<file path="src/rtl/fxlogic_pkg.sv">
package fxlogic_pkg;

  localparam int OPC_W = 10;

  localparam logic [OPC_W-1:0] XO_AND    = 10'd28;
  localparam logic [OPC_W-1:0] XO_XOR    = 10'd316;
  localparam logic [OPC_W-1:0] XO_NAND   = 10'd476;
  localparam logic [OPC_W-1:0] XO_OR     = 10'd444;
  localparam logic [OPC_W-1:0] XO_NOR    = 10'd124;
  localparam logic [OPC_W-1:0] XO_ANDC   = 10'd60;
  localparam logic [OPC_W-1:0] XO_EQV    = 10'd284;
  localparam logic [OPC_W-1:0] XO_ORC    = 10'd412;
  localparam logic [OPC_W-1:0] XO_SEXT8  = 10'd954;
  localparam logic [OPC_W-1:0] XO_SEXT16 = 10'd922;
  localparam logic [OPC_W-1:0] XO_CLZ    = 10'd26;
  localparam logic [OPC_W-1:0] XO_BYTEEQ = 10'd508;

  typedef enum logic [2:0] {
    UNIT_NONE, UNIT_BOOL, UNIT_SEXT8, UNIT_SEXT16, UNIT_CLZ, UNIT_BYTEEQ
  } unit_e;

  typedef enum logic [1:0] { FN_AND, FN_OR, FN_XOR } boolfn_e;

  typedef struct packed {
    unit_e   unit;
    boolfn_e fn;
    logic    invB;
    logic    invOut;
    logic    crAllowed;
    logic    illegal;
  } strobe_t;

endpackage

</file>
<file path="src/rtl/fxlogic_ctrl.sv">
module fxlogic_ctrl
  import fxlogic_pkg::*;
(
  input  logic [OPC_W-1:0] extOp,
  output strobe_t          stb
);

  always_comb begin
    stb = '{unit: UNIT_BOOL, fn: FN_AND, invB: 1'b0, invOut: 1'b0,
            crAllowed: 1'b1, illegal: 1'b0};
    unique case (extOp)
      XO_AND:    ;
      XO_NAND:   stb.invOut = 1'b1;
      XO_ANDC:   stb.invB = 1'b1;
      XO_OR:     stb.fn = FN_OR;
      XO_NOR:    begin stb.fn = FN_OR; stb.invOut = 1'b1; end
      XO_ORC:    begin stb.fn = FN_OR; stb.invB = 1'b1; end
      XO_XOR:    stb.fn = FN_XOR;
      XO_EQV:    begin stb.fn = FN_XOR; stb.invOut = 1'b1; end
      XO_SEXT8:  stb.unit = UNIT_SEXT8;
      XO_SEXT16: stb.unit = UNIT_SEXT16;
      XO_CLZ:    stb.unit = UNIT_CLZ;
      XO_BYTEEQ: begin stb.unit = UNIT_BYTEEQ; stb.crAllowed = 1'b0; end
      default: begin
        stb.unit      = UNIT_NONE;
        stb.crAllowed = 1'b0;
        stb.illegal   = 1'b1;
      end
    endcase
  end

endmodule

</file>
<file path="src/rtl/fxlogic_dp.sv">
module fxlogic_dp
  import fxlogic_pkg::*;
#(
  parameter int DATA_W = 64,
  parameter int CLZ_W  = 32
) (
  input  strobe_t           stb,
  input  logic [DATA_W-1:0] srcS,
  input  logic [DATA_W-1:0] srcB,
  input  logic              soIn,
  output logic [DATA_W-1:0] resNext,
  output logic [3:0]        crNext
);

  localparam int NBYTES = DATA_W / 8;
  localparam int CNT_W  = $clog2(CLZ_W + 1);

  logic [DATA_W-1:0] opB;
  logic [DATA_W-1:0] boolRaw;
  logic [DATA_W-1:0] boolRes;
  logic [DATA_W-1:0] byteEqMask;
  logic [CNT_W-1:0]  lzCount;

  assign opB = stb.invB ? ~srcB : srcB;

  always_comb begin
    unique case (stb.fn)
      FN_OR:   boolRaw = srcS | opB;
      FN_XOR:  boolRaw = srcS ^ opB;
      default: boolRaw = srcS & opB;
    endcase
  end

  assign boolRes = stb.invOut ? ~boolRaw : boolRaw;

  for (genvar g = 0; g < NBYTES; g++) begin : g_byteEq
    assign byteEqMask[g*8 +: 8] = {8{srcS[g*8 +: 8] == srcB[g*8 +: 8]}};
  end

  always_comb begin
    lzCount = CNT_W'(CLZ_W);
    for (int i = 0; i < CLZ_W; i++) begin
      if (srcS[i]) lzCount = CNT_W'(CLZ_W - 1 - i);
    end
  end

  always_comb begin
    unique case (stb.unit)
      UNIT_BOOL:   resNext = boolRes;
      UNIT_SEXT8:  resNext = {{(DATA_W-8){srcS[7]}}, srcS[7:0]};
      UNIT_SEXT16: resNext = {{(DATA_W-16){srcS[15]}}, srcS[15:0]};
      UNIT_CLZ:    resNext = DATA_W'(lzCount);
      UNIT_BYTEEQ: resNext = byteEqMask;
      default:     resNext = '0;
    endcase
  end

  assign crNext = {resNext[DATA_W-1],
                   ~resNext[DATA_W-1] & (|resNext),
                   ~(|resNext),
                   soIn};

endmodule

</file>
<file path="src/rtl/fxlogic_unit.sv">
module fxlogic_unit
  import fxlogic_pkg::*;
#(
  parameter int DATA_W = 64,
  parameter int CLZ_W  = 32
) (
  input  logic              clk,
  input  logic              rst,
  input  logic              inValid,
  input  logic [9:0]        extOp,
  input  logic              rcFlag,
  input  logic [DATA_W-1:0] srcS,
  input  logic [DATA_W-1:0] srcB,
  input  logic              soIn,
  output logic              outValid,
  output logic [DATA_W-1:0] result,
  output logic [3:0]        crField,
  output logic              crWrite,
  output logic              illegalOp
);

  strobe_t           stb;
  logic [DATA_W-1:0] resNext;
  logic [3:0]        crNext;
  logic              crWrQ;
  logic              illQ;

  fxlogic_ctrl ctrl_i (
    .extOp (extOp),
    .stb   (stb)
  );

  fxlogic_dp #(.DATA_W(DATA_W), .CLZ_W(CLZ_W)) dp_i (
    .stb     (stb),
    .srcS    (srcS),
    .srcB    (srcB),
    .soIn    (soIn),
    .resNext (resNext),
    .crNext  (crNext)
  );

  always_ff @(posedge clk) begin
    if (rst) outValid <= 1'b0;
    else     outValid <= inValid;
  end

  always_ff @(posedge clk) begin
    if (inValid) begin
      result  <= resNext;
      crField <= crNext;
      crWrQ   <= rcFlag & stb.crAllowed;
      illQ    <= stb.illegal;
    end
  end

  assign crWrite   = outValid & crWrQ;
  assign illegalOp = outValid & illQ;

endmodule

</file>
<file path="config.mk">
export PLATFORM = sky130hd
export DESIGN_NAME = fxlogic_unit
export DESIGN_NICKNAME = d
export VERILOG_FILES = /design/src/rtl/fxlogic_pkg.sv /design/src/rtl/fxlogic_ctrl.sv /design/src/rtl/fxlogic_dp.sv /design/src/rtl/fxlogic_unit.sv
export SDC_FILE = /design/constraint.sdc
export NUM_CORES = 1
export LEC_CHECK = 0
export ABC_AREA = 0
export CORE_MARGIN = 5
export CORE_UTILIZATION = 29
export DETAILED_ROUTE_END_ITERATION = 12
export DONT_BUFFER_PORTS = 1
export PLACE_DENSITY_LB_ADDON = 0.08
export REMOVE_ABC_BUFFERS = 1
export SLEW_MARGIN = 20
export SYNTH_ARGS = -nofsm -noshare
export SYNTH_HDL_FRONTEND = slang
export SYNTH_SLANG_ARGS = --single-unit
</file>
<file path="constraint.sdc">
create_clock -name clk -period 5.15 [get_ports clk]
set_input_delay 0.7725 -clock clk [delete_from_list [all_inputs] [get_ports clk]]
set_output_delay 0.7725 -clock clk [all_outputs]
set_load 0.02 [all_outputs]
</file>
==> summary.txt <==
RSZ-0062 raised after global routing = no
Fmax = 220 MHz
Longest Clk Path Bufs = 2
Slew Viols, Final = 0
Resize count post-CTS = 0
H-tree lvl count = 3
Dpl ws = 0.224 ns
Clock-pin slew on the worst setup and hold paths = 0.07 ns
CP max FO = 30
Nets = 1412
PortBufs = 0
Syn Std Cell Area = 9390 um2
Post-synthesis cell count = 1161
Ys flop type = edfxtp_1
Crit path time final = 4.55 ns
Power Dens Cells = 169 nW/um2
Die width = 190 um
Endpoints failing hold = 0
Total Wirelength = 34700 um
Synth warn = 0
#FFs+latches synth = 70
Hold Path Class = in -> reg
Routed via count = 7892
GRT overflow = 0
Via count of the first global-routing pass = 7856
Crit end category = register
DRC Markers = 0
Initial antenna violation count = 0
Number of synthesized flops with an enable pin = 69
Synth-to-layout area growth = 9.08%
DR WL/cell = 22.0 um
Iteration count of the initial detailed-routing pass = 7
Worst-Margin Slew = 1.04 ns
Seq/Total Area, Yosys = 22.3%
Core box area = 31800 um2
Arrival time worst endpoint = 4.64 ns
Final setup viols = 0
Row cnt = 65
Max_slew headroom = 30.3%
Ports = 214
Syn_area_per_cell = 8.09 um2
Share of layout cells above drive strength 1 = 5.16%
Global-route wire length before repair = 51200 um
Fin crit share = 88.3%
TritonCTS clock tree = built
Max VDD drop = 0.132 mV
Status = completed
Via/cell ratio = 5.00
Post-synth cell types = 56
Clock root cell = clkbuf_16
Diode count = 0
Number of buffers created by CTS = 9
Gr usage total = 18.7%
Async S/R FF share, synth = 0%
Routability-driven placement congestion ratio = 0.846
Pleak = 4.20 nW
Final TNS setup = 0 ns
Die ar. = 36100 um2
Critical path class = in -> reg
# Post-CTS Setup Buffers = 0
Pin count of the biggest net entering global routing = 71
ANT nets after route = 0
Setup WS post-layout = 0.601 ns
Critical Path Source = extOp[1]
Crit path launch type = primary input
Post-CTS Hold Fix Bufs = 0
Max Cap Viol = 0
CTS sink count = 70
Starting Density = 29.5%
Worst Setup EP = crField[2]
Initial DRC Count = 555
Critical Path RT = 5.24 ns
Hpwl dp = 27500 um
Die span in y = 190 um
[worst max-delay path, cell delays in order]
cell	delay, ns
and4bb_2	0.31
nand2_1	0.16
nor3_2	0.17
buf_4	0.30
buf_12	0.28
xor2_1	0.26
inv_1	0.07
ha_1	0.27
a22oi_1	0.17
o21ai_0	0.24
nor4_1	0.56
a21oi_1	0.16
a211o_1	0.38
nor4_2	0.38
a21oi_1	0.12
[report_power, final]
group | internal, mW | switching, mW | total [mW]
logic | 0.148 | 0.168 | 0.316
registers | 0.657 | 0.0527 | 0.710
clock network | 0.424 | 0.285 | 0.710
[synth_stat cells (3+ instances only)]
master | count | area [um2]
mux2i_1 | 4 | 40.0
inv_1 | 169 | 634
a21boi_0 | 3 | 22.5
nand2b_1 | 35 | 219
nand2_1 | 94 | 353
xor2_1 | 81 | 709
and2_1 | 5 | 31.3
edfxtp_1 | 69 | 2070
a31oi_1 | 30 | 188
a2111oi_0 | 3 | 26.3
nor4_1 | 26 | 163
and4_1 | 5 | 43.8
clkbuf_1 | 25 | 93.8
mux2_2 | 4 | 45.0
o41ai_1 | 4 | 35.0
buf_2 | 25 | 125
nor2b_1 | 33 | 206
nand3_1 | 21 | 105
buf_1 | 10 | 37.5
o21ai_0 | 99 | 495
nand4_1 | 27 | 169
xnor2_1 | 109 | 955
ha_1 | 130 | 1630
and3_1 | 4 | 25.0
nor2_1 | 31 | 116
a22oi_1 | 37 | 278
a21oi_1 | 15 | 75.1
a211oi_1 | 3 | 22.5
nor3_1 | 13 | 65.1
or4_1 | 7 | 52.6
o211ai_1 | 4 | 30.0
o22ai_1 | 5 | 31.3
[worst min path at each step]
stage | startpoint | end | slack (ns) | depth (start not counted)
detailed placement | rst | outValid | 0.85 | 1
global placement | rst | outValid | 0.85 | 1
global route | rst | outValid | 0.47 | 1
floorplan | rst | outValid | 0.84 | 1
CTS | rst | outValid | 0.46 | 1
finish | rst | outValid | 0.48 | 1
[registers in the layout, indices dropped and copies added (netlist names)]
register / flops
outValid: 1
crWrQ: 1
crField: 3
illQ: 1
result: 64
[metal layers]
| layer | GRT usage (%) | up-vias | part of all wire (%) |
|---|---|---|---|
| met2 | 30.6 | 214 | 46 |
| met4 | 4.65 | 0 | 1.7 |
| met3 | 5.03 | 28 | 6.8 |
| met5 | 0 | - | 0 |
| li1 | - | 3903 | - |
| met1 | 24.7 | 3747 | 45 |
[cell families (layout without fill, tap and decap cells)]
logic type,Yosys count,in the layout,share of synthesized area (%)
AO/OA/AOI/OAI,222,222,14.7
XOR/XNOR,190,190,17.7
adder cells (fa/ha/maj),130,130,17.3
buffers and inverters,231,214,9.61
flip-flops,70,70,22.3
multiplexers,8,8,0.906
AND/OR/NAND/NOR,310,310,17.5
[per-stage QoR]
stage | hold slack (ns) | power (mW) | area, um2 | util, % | instances
after global placement | 0.847 | 1.04 | 9930 | 31.2 | 1563
after detailed placement | 0.847 | 1.04 | 9930 | 31.2 | 1563
after floorplan | 0.844 | 0.959 | 9120 | - | 1100
after CTS | 0.456 | 1.76 | 10200 | 32.2 | 1579
final | 0.478 | 1.74 | 10200 | 32.2 | 1579
after global routing | 0.469 | 1.83 | 10200 | 32.2 | 1579
[cells in the final DEF (no fill, tap or decap), types with 3 or more instances in the layout]
cell / count
ha_1: 128
nor2_1: 30
a21oi_1: 15
nor4_1: 26
a22oi_1: 37
nor2b_1: 33
nor3_1: 12
o211ai_1: 4
a2111oi_0: 3
xor2_1: 81
mux2i_1: 4
and2_1: 5
o22ai_1: 5
inv_1: 169
nand4_1: 27
a31oi_1: 30
clkbuf_16: 9
nand2_1: 94
mux2_2: 4
and3_1: 4
xnor2_1: 109
o21ai_0: 99
o41ai_1: 4
a211oi_1: 3
buf_4: 26
and4_1: 5
nand3_1: 20
edfxtp_1: 69
a21boi_0: 3
or4_1: 7
nand2b_1: 35
[final cells by class]
class	instances	area (um2)
fillers	3374	21600
multi-input cells	860	6420
flip-flops and latches	70	2090
inverters	170	638
well taps	435	544
repair buffers	28	235
clock buffers	10	229
clock inverters	6	85.1
(Power assumes the default switching activity.)
